### config.mk
export PLATFORM = sky130hd
export DESIGN_NAME = xbar_tile_switch
export DESIGN_NICKNAME = d
export VERILOG_FILES = /design/src/rtl/tile_switch_pkg.sv /design/src/rtl/cfg_chain.sv /design/src/rtl/track_mux.sv /design/src/rtl/xbar_tile_switch.sv
export SDC_FILE = /design/constraint.sdc
export NUM_CORES = 1
export LEC_CHECK = 0
export BUFFER_PORTS_ARGS = -buffer_cell sky130_fd_sc_hd__buf_2
export CELL_PAD_IN_SITES_DETAIL_PLACEMENT = 0
export CELL_PAD_IN_SITES_GLOBAL_PLACEMENT = 1
export CORE_MARGIN = 5
export CORE_UTILIZATION = 43
export CTS_CLUSTER_DIAMETER = 50
export DETAILED_ROUTE_END_ITERATION = 7
export PLACE_DENSITY_LB_ADDON = 0.1
export SKIP_LAST_GASP = 1
export SYNTH_ARGS = -nofsm -noshare
export SYNTH_HDL_FRONTEND = slang
export SYNTH_SLANG_ARGS = --single-unit
export TNS_END_PERCENT = 50
### constraint.sdc
create_clock -name clk -period 1.5 [get_ports clk]
set_clock_uncertainty 0.2 [all_clocks]
set_input_delay 0.225 -clock clk [delete_from_list [all_inputs] [get_ports clk]]
set_output_delay 0.225 -clock clk [all_outputs]
set_load 0.05 [all_outputs]
### src/rtl/tile_switch_pkg.sv
package tile_switch_pkg;

  typedef enum logic [1:0] {
    SIDE_NORTH = 2'd0,
    SIDE_EAST  = 2'd1,
    SIDE_SOUTH = 2'd2,
    SIDE_WEST  = 2'd3
  } side_e;

  localparam int NUM_SIDES = 4;
  localparam int SEL_W     = 2;
  localparam int NUM_CAND  = 3;

  // side feeding leaving side `out_side` for select code `code` (1..3)
  function automatic int src_side(input int out_side, input int code);
    return (out_side + code) % NUM_SIDES;
  endfunction

  // lowest chain bit of the select field for (side, track)
  function automatic int sel_lsb(input int side, input int track, input int half);
    return SEL_W * (side * half + track);
  endfunction

endpackage

### src/rtl/cfg_chain.sv
module cfg_chain #(
  parameter int LEN = 32
) (
  input  logic           clk,
  input  logic           rst_n,
  input  logic           shift_en,
  input  logic           din,
  output logic [LEN-1:0] q,
  output logic           dout
);

  always_ff @(posedge clk or negedge rst_n) begin
    if (!rst_n) begin
      q <= '0;
    end else if (shift_en) begin
      q <= {q[LEN-2:0], din};
    end
  end

  assign dout = q[LEN-1];

endmodule

### src/rtl/track_mux.sv
module track_mux (
  input  logic [2:0] cand,
  input  logic [1:0] sel,
  input  logic       blank,
  output logic       y
);

  always_comb begin
    if (blank) begin
      y = 1'b0;
    end else begin
      unique case (sel)
        2'd1:    y = cand[0];
        2'd2:    y = cand[1];
        2'd3:    y = cand[2];
        default: y = 1'b0;
      endcase
    end
  end

endmodule

### src/rtl/xbar_tile_switch.sv
module xbar_tile_switch
  import tile_switch_pkg::*;
#(
  parameter int W = 8
) (
  input  logic           clk,
  input  logic           rst_n,
  input  logic           cfg_en,
  input  logic           cfg_din,
  output logic           cfg_dout,
  input  logic [2*W-1:0] trk_in,
  output logic [2*W-1:0] trk_out
);

  localparam int HALF    = W / 2;
  localparam int NOUT    = NUM_SIDES * HALF;
  localparam int CFG_LEN = SEL_W * NOUT;

  if ((W < 2) || ((W % 2) != 0)) begin : g_bad_width
    $error("xbar_tile_switch: W must be even and at least 2");
  end

  // full select image, exposed for the checker
  logic [CFG_LEN-1:0] sel_flat;

  cfg_chain #(.LEN(CFG_LEN)) u_chain (
    .clk      (clk),
    .rst_n    (rst_n),
    .shift_en (cfg_en),
    .din      (cfg_din),
    .q        (sel_flat),
    .dout     (cfg_dout)
  );

  for (genvar s = 0; s < NUM_SIDES; s++) begin : g_side
    for (genvar t = 0; t < HALF; t++) begin : g_trk
      localparam int OIDX = s * HALF + t;
      localparam int LSB  = sel_lsb(s, t, HALF);
      logic [NUM_CAND-1:0] cand;
      for (genvar k = 1; k <= NUM_CAND; k++) begin : g_cand
        assign cand[k-1] = trk_in[src_side(s, k) * HALF + t];
      end
      track_mux u_mux (
        .cand  (cand),
        .sel   (sel_flat[LSB +: SEL_W]),
        .blank (cfg_en),
        .y     (trk_out[OIDX])
      );
    end
  end

endmodule

---- Word level (Yosys, flattened, before mapping) ----
Cells that the tools add are included.
operators by class
  add/sub/neg operators ................... 0
  multipliers ............................. 0
  divide/modulo/power cells ............... 0
  $lt $le $gt $ge ......................... 0
  equal/unequal tests ..................... 48
  shift operators ......................... 0
  muxes and demuxes ....................... 32
  bitwise logic cells ..................... 0
  reduce and logical (&&, ||, !) cells .... 0
operators with widths
  cell                  count
  $eq A2 B2 Y1 const B  32
  $pmux W1 S3           16
  $eq A2 B1 Y1 const B  16
  $mux W1               16
word-level totals
  register bits after elaboration ......... 32
  bits in latches ......................... 0
  RAM bits ................................ 0
  ROM bits ................................ 0
  input bits .............................. 20
  output and inout bits ................... 17
  logic and storage cells ................. 81
  memories ................................ 0

---- Longest topological paths before layout ----
Gate-level depths: netlist (run 1).
  depth in word-level cells ............... 3
  mapped depth ............................ 5

---- Cells and area by module ----
Synthesis (run 1) repeated with hierarchy kept, for this count alone.
unflattened totals
  cells, all modules ...................... 117
  area, all modules ....................... 1793.0 um^2
modules (own cells, without submodules)
  module     instances  cells each  area an instance (um^2)  sequential area each (um^2)
  cfg_chain  1          69          1352.5                   800.8
  track_mux  16         3           27.5                     0.0

---- Worst setup path after synthesis (run 1) ----
No wires, ideal clock.
  path kind ............................... reg-to-output
  from .................................... reg u_chain.q[31]
  to ...................................... out trk_out[15]
  arrival time ............................ 1068 ps
  data required time ...................... 1075 ps
  path slack .............................. 7 ps
  stages on the path, launching flop included .. 4
  buffers on the path ..................... 1
  path through ............................ dfrtp_1 -> nand4bb_1 -> o21ai_1 -> buf_4
on the way
  longest elaborated chain between the ends .. 3
  elaborated cells between the ends (all ways) .. 5
  those cells by class .................... eq/ne (3); mux (2)
RTL lines
  item                                                 RTL line                text
  start: declaration                                   cfg_chain.sv:8          output logic [LEN-1:0] q,
  start signal: assignment                             cfg_chain.sv:16         q <= {q[LEN-2:0], din};
  $eq A2 B2 Y1 / $eq A2 B1 Y1 (equally long branches)  track_mux.sv:12         unique case (sel)
  $pmux W1 S3 (*)                                      track_mux.sv:12
  $mux W1 (*)                                          track_mux.sv:9          if (blank) begin
  end: declaration                                     xbar_tile_switch.sv:12  output logic [2*W-1:0] trk_out
Mark *: on every way between the ends. The rest lies on a longest branch, timed or not.

---- Worst setup path after layout (run 1) ----
  from .................................... reg u_chain.q[4]
  to ...................................... out trk_out[2]
Same word-level chain as after synthesis.

==> reports/metrics.cfg, run 1 <==
[timing]
slew-limit-headroom = 0.834
hold_viol_final = 0
finalCritPeriodShare = 1.11
worst_pin_slew_ns = 0.251
period_needed_ns = 1.67
setup_viol = 16
rsz0062_at_grt = yes
postLayoutSetupSlackWorst_ns = -0.172
max_freq_ghz = 0.598
slew_violations = 0

[layout]
syn2layout_area_growth_pct = 25.4
diodes = 0
fin_nets = 221
n_fill_cell = 351
largest_register_ffs = 32
top_register = u_chain.q
reg_top3 = u_chain.q x32
drive_gt1_frac = 0.433
utilization = 0.562

[die]
die_y_microns = 75.0
rows = 23
die_x_microns = 75.0
coreArea_sq_um = 4060
io_pins = 37
start_util = 0.448
die-area_sq_um = 5630

[grt]
grt_usage = 0.142
grt_max_degree = 33
grt_pass1_vias = 1228
antenna_found_initial = 0
grt-ovfl-total = 0
grt_pass1_wl_microns = 5980

[worst_hold_path]
min_to = u_chain.q[31]
hold_path_startpoint = cfg_en
hold_class = input pin to flip-flop
hold_depth = 4

[routing]
drt_first_pass_iters = 4
vias = 1275
wl_per_cell_microns = 14.6
final_antenna_net_count = 0
drt_iter0_drc = 53
vias_per_cell = 5.08
drc = 0
drt-total-wl_microns = 3660

[placed_design]
io_buffers = 36
place.gp.congestion = 0.725
dp_hpwl_microns = 2670
place_ws_ns = -0.0462

[worst_setup_path]
cp.arrival_ns = 1.25
rr_worst_depth = 3
reg2reg_slack_ns = 0.28
crit_type = flip-flop to output pin
startpoint_type = flip-flop
r2r_end = u_chain.q[6]
worstSetupEndpointType = output pin
startpoint = u_chain.q[4]
required_ns = 1.07
rr_startpoint = u_chain.q[6]
critical_path.max_fanout = 3

[logic_synthesis]
synth_xor_area_frac = 0
synth_area_leader_cell = dfrtp_1
yosys.area.top_type_share = 0.440
synth_top_family_by_area = multiplexers
yosys.area_share.adder = 0
yosys.area_share.simple = 0.165
syn_area_sq_um = 1820
yosysWarnings = 0
synthesis.nets = 178
ys_seq_area_frac = 0.440
postSynthAreaPerCell_sq_um = 11.5
synth-seq-cells = 32
synth.area.top_cells = dfrtp_1, mux2_4, mux2i_1
syn_inst = 158
synth.area.mux_share = 0.239
synth_cell_types = 14
synth_compound_gate_area_share = 0.0605

[cts]
clock_tree.root_cell = clkbuf_8
clk_latency_ns = 0.27
clkTransAtPathRegs_ns = 0.06
numClockSinks = 32
cts_tree = yes
clock_tree.buffer_depth = 2
cts_max_level = 2
cts_buffers = 5

[pwr]
vdd_drop_max_uv = 621
power_density_nw_per_um2 = 1490
total_power_mw = 3.40
leakage_nw = 1.11

[flow_run]
max_cap_violations = 0

[run_status]
status = complete, but fails checks
violations = setup timing

-- placed cells by master, fill, tap and decap left out --
cell type      netlist  final
mux2_2               7      7
a211oi_2             0      4
buf_12               0      3
buf_2                1     21
mux2_4              13     13
o21ai_1              5     11
nand2_1             24     24
o21ai_0              7      1
dlygate4sd3_1        0      2
clkbuf_1             0      1
nand2b_1            12     12
a21oi_1              4      4
clkbuf_4             0      3
dfrtp_2              0      1
buf_4               18     16
nand4bb_1           12     12
clkinv_2             0      1
dfrtp_1             32     31
buf_6                3     13
clkbuf_8             0      5
mux2i_1             16     16
-- per-stage QoR --
| step | instances | setup TNS, ns | instance area, sq um | hold WS, ns |
|---|---|---|---|---|
| CTS | 248 | -2.72 | 2190 | 0.141 |
| detailed placement | 235 | -0.235 | 2020 | -0.00528 |
| floorplan | 158 | 0 | 1820 | -0.271 |
| global route | 251 | -2.99 | 2280 | 0.197 |
| global placement | 235 | -0.159 | 2020 | -0.00804 |
| finish | 251 | -1.82 | 2280 | 0.157 |
-- report_power, final --
group | leakage [nW] | switching [mW] | internal [mW]
Combinational | 0.652 | 0.636 | 0.733
Sequential | 0.416 | 0.298 | 1.13
Clock | 0.0410 | 0.282 | 0.315
-- metal layers --
metal / GRT usage / vias up / part of all wire
li1: - / 627 / -
met1: 0.188 / 615 / 0.45
met2: 0.225 / 31 / 0.48
met3: 0.0441 / 2 / 0.062
met4: 0.0415 / 0 / 0.0052
met5: 0 / - / 0
-- worst max-delay path, stage by stage, from the launching register on --
cell,delay [ns]
dfrtp_1,0.40
mux2i_1,0.14
a211oi_2,0.23
buf_6,0.19
-- cells in the mapped netlist, drive strengths merged --
master and instances:
a211oi 4, a21oi 4, buf 22, dfrtp 32, mux2 20, mux2i 16
nand2 24, nand2b 12, nand4bb 12, o21ai 12
-- repair_timing --
action                     in CTS  in global routing
gates resized for setup        15                 28
hold endpoints to repair       33                  0
setup buffers                   4                  3
pin swaps                       8                  4
hold buffers                    2                  0
setup endpoints to repair      16                 16
-- worst max-delay path by stage --
stage	end	slack [ns]	cells after the start
detailed placement	trk_out[8]	-0.05	5
CTS	trk_out[2]	-0.22	3
floorplan	trk_out[15]	0.007	3
global placement	trk_out[8]	-0.05	5
global route	trk_out[2]	-0.23	3
finish	trk_out[2]	-0.17	3
-- logic make-up after synthesis --
group / Yosys count
mux: 36
flops: 32
buf+inv: 22
simple gates: 48
compound gates: 20
-- cell type report --
cell class	instances	area [sq um]	share of cell area
timing repair buffer	58	474	0.208
tap	50	62.6	0.0274
clock inverter	1	5.00	0.00219
sequential	32	802	0.352
clock buffer	6	72.6	0.0318
multi-input combinational	104	865	0.379
Note: power is estimated with default switching activity, not from simulation.
==> run 2: changes to the inputs <==
--- a/config.mk
+++ b/config.mk
@@ -13,6 +13,7 @@
 export CTS_CLUSTER_DIAMETER = 50
 export DETAILED_ROUTE_END_ITERATION = 7
 export PLACE_DENSITY_LB_ADDON = 0.1
+export SETUP_SLACK_MARGIN = 0.02
 export SKIP_LAST_GASP = 1
 export SYNTH_ARGS = -nofsm -noshare
 export SYNTH_HDL_FRONTEND = slang
==> run 2 against run 1 <==
The run still ends with setup timing left. Count of clock-buffer cells in the layout up 1. Critical path depth unchanged. Maximum frequency fell by 1.4%. Via count down 1.7%. Hold slack improved by 0.015 ns. Register-to-register slack worse by 0.03 ns. Non-clock buffer count down 3. Sequential cell count did not move. Clock power up 3.9%. Wire length is 0.41% higher. Sequential power hardly changed. First-iteration DRC count shrank 34%. Critical path type unchanged. Largest power group unchanged. Highest routed layer unchanged.
==> reports/metrics.cfg, run 2 (synthesized netlist as in run 1, its figures left out) <==
[layout]
mostFrequentLayoutCell = dfrtp_1
reg_top3 = u_chain.q x32
utilization = 0.548
final_cell_mix = dfrtp_1, nand2_1, buf_2
syn2layout_area_growth_pct = 22.1
fin_nets = 218
diodes = 0
stdcell_count = 249
top_register = u_chain.q
drive_gt1_frac = 0.412
largest_register_ffs = 32

[placed_design]
dp.cells = 231
dp_hpwl_microns = 2690
io_buffers = 36
place.gp.congestion = 0.738
place_ws_ns = -0.0833

[routing]
drc = 0
vias = 1253
wl_per_cell_microns = 14.8
vias_per_cell = 5.03
top_layer = met4
final_antenna_net_count = 0
wl_met1_microns = 1750
drt_first_pass_iters = 4
wl_met2_microns = 1730
drt-total-wl_microns = 3680
drt_iter0_drc = 35
wl_met3_microns = 168

[timing]
finalCritPeriodShare = 1.13
postLayoutSetupSlackWorst_ns = -0.196
max_freq_ghz = 0.590
period_needed_ns = 1.70
slew_violations = 0
slew-limit-headroom = 0.719
hold_viol_final = 0
worst_pin_slew_ns = 0.421
fin_hold_ws_ns = 0.172
rsz0062_at_grt = yes
setup_viol = 16

[die]
die_y_microns = 75.0
die_x_microns = 75.0
start_util = 0.448
rows = 23
die-area_sq_um = 5630
io_pins = 37
coreArea_sq_um = 4060

[worst_hold_path]
hold_depth = 4
min_to = u_chain.q[31]
hold_path_startpoint = cfg_en
hold_class = input pin to flip-flop

[pwr]
power_density_nw_per_um2 = 1510
vdd_drop_max_uv = 759
power_frac_seq = 0.424
leakage_nw = 1.09
intPower_mw = 2.14
clkPwrFrac = 0.185
swShare = 0.361
p_comb_frac = 0.391
total_power_mw = 3.35
power_switching_mw = 1.21

[run_status]
status = complete, but fails checks
violations = setup timing

[flow_run]
max_cap_violations = 0

[worst_setup_path]
required_ns = 1.07
cp.arrival_ns = 1.27
r2r_end = u_chain.q[10]
startpoint_type = flip-flop
rr_worst_depth = 3
critical_path.max_fanout = 4
rr_startpoint = u_chain.q[10]
crit_type = flip-flop to output pin
worstSetupEndpointType = output pin
reg2reg_slack_ns = 0.25

[cts]
cts_tree = yes
cts_buffers = 5
clk_latency_ns = 0.28
clkTransAtPathRegs_ns = 0.07
clock_tree.buffer_depth = 2
cts_max_level = 2
numClockSinks = 32
clock_tree.root_cell = clkbuf_8

[grt]
grt_pass1_vias = 1288
grt-ovfl-total = 0
grt_max_degree = 27
grt_usage = 0.140
grt_pass1_wl_microns = 6010
antenna_found_initial = 0

## run 2: changes by cell type in the layout (fill, tap and decap cells not counted)
cell,change
buf_6,-5
dfrtp_1,-1
clkbuf_1,+1
buf_4,+2
dfrtp_2,+1
buf_2,+3
clkbuf_4,-3
a211oi_1,+3
a211oi_2,-3
## run 2: metrics by stage
| step | area, sq um | TNS, ns |
|---|---|---|
| after global placement | 1990 | -0.191 |
| final | 2220 | -2.18 |
| after global routing | 2220 | -3.18 |
| after floorplan | 1820 | 0 |
| after CTS | 2160 | -2.75 |
| after detailed placement | 1990 | -0.263 |
## run 2: worst max-delay path by stage
stage | from | endpoint | slack [ns] | depth (start not counted)
global placement | cfg_en | trk_out[13] | -0.08 | 5
global route | u_chain.q[8] | trk_out[4] | -0.28 | 3
CTS | u_chain.q[10] | trk_out[5] | -0.22 | 3
floorplan | u_chain.q[31] | trk_out[15] | 0.10 | 3
finish | u_chain.q[16] | trk_out[8] | -0.20 | 3
detailed placement | cfg_en | trk_out[13] | -0.08 | 5
## run 2: critical path, cell delays in order (launching register included)
cell	delay [ns]
dfrtp_1	0.42
mux2i_1	0.13
o21ai_0	0.15
buf_2	0.28
## run 2: power by group through the flow
| stage | combinational, mW | sequential [mW] | clock [mW] |
|---|---|---|---|
| finish | 1.31 | 1.42 | 0.619 |
| global route | 1.41 | 1.46 | 0.682 |
| CTS | 1.23 | 1.42 | 0.644 |
| detailed placement | 1.11 | 1.44 | 0 |
| global placement | 1.09 | 1.44 | 0 |
| floorplan | 0.972 | 1.35 | 0 |
## run 2: timing repair
action,CTS,global route
resized for setup,16,16
hold buffers,2,0
pin swaps,8,4
setup endpoints to repair,16,16
setup buffers,4,4
hold endpoints to repair,25,0
## run 2: per-layer routing
metal,track usage,vias to the layer above
li1,-,618
met1,0.190,606
met2,0.220,25
met3,0.0360,4
met4,0.0415,0
met5,0,-
## run 2: layout make-up
class / instances / area, sq um
repair buffers: 55 / 425
flip-flops and latches: 32 / 803
clock buffers: 7 / 76.3
fillers: 360 / 1840
multi-input cells: 104 / 850
clock inverters: 1 / 5.00
well taps: 50 / 62.6
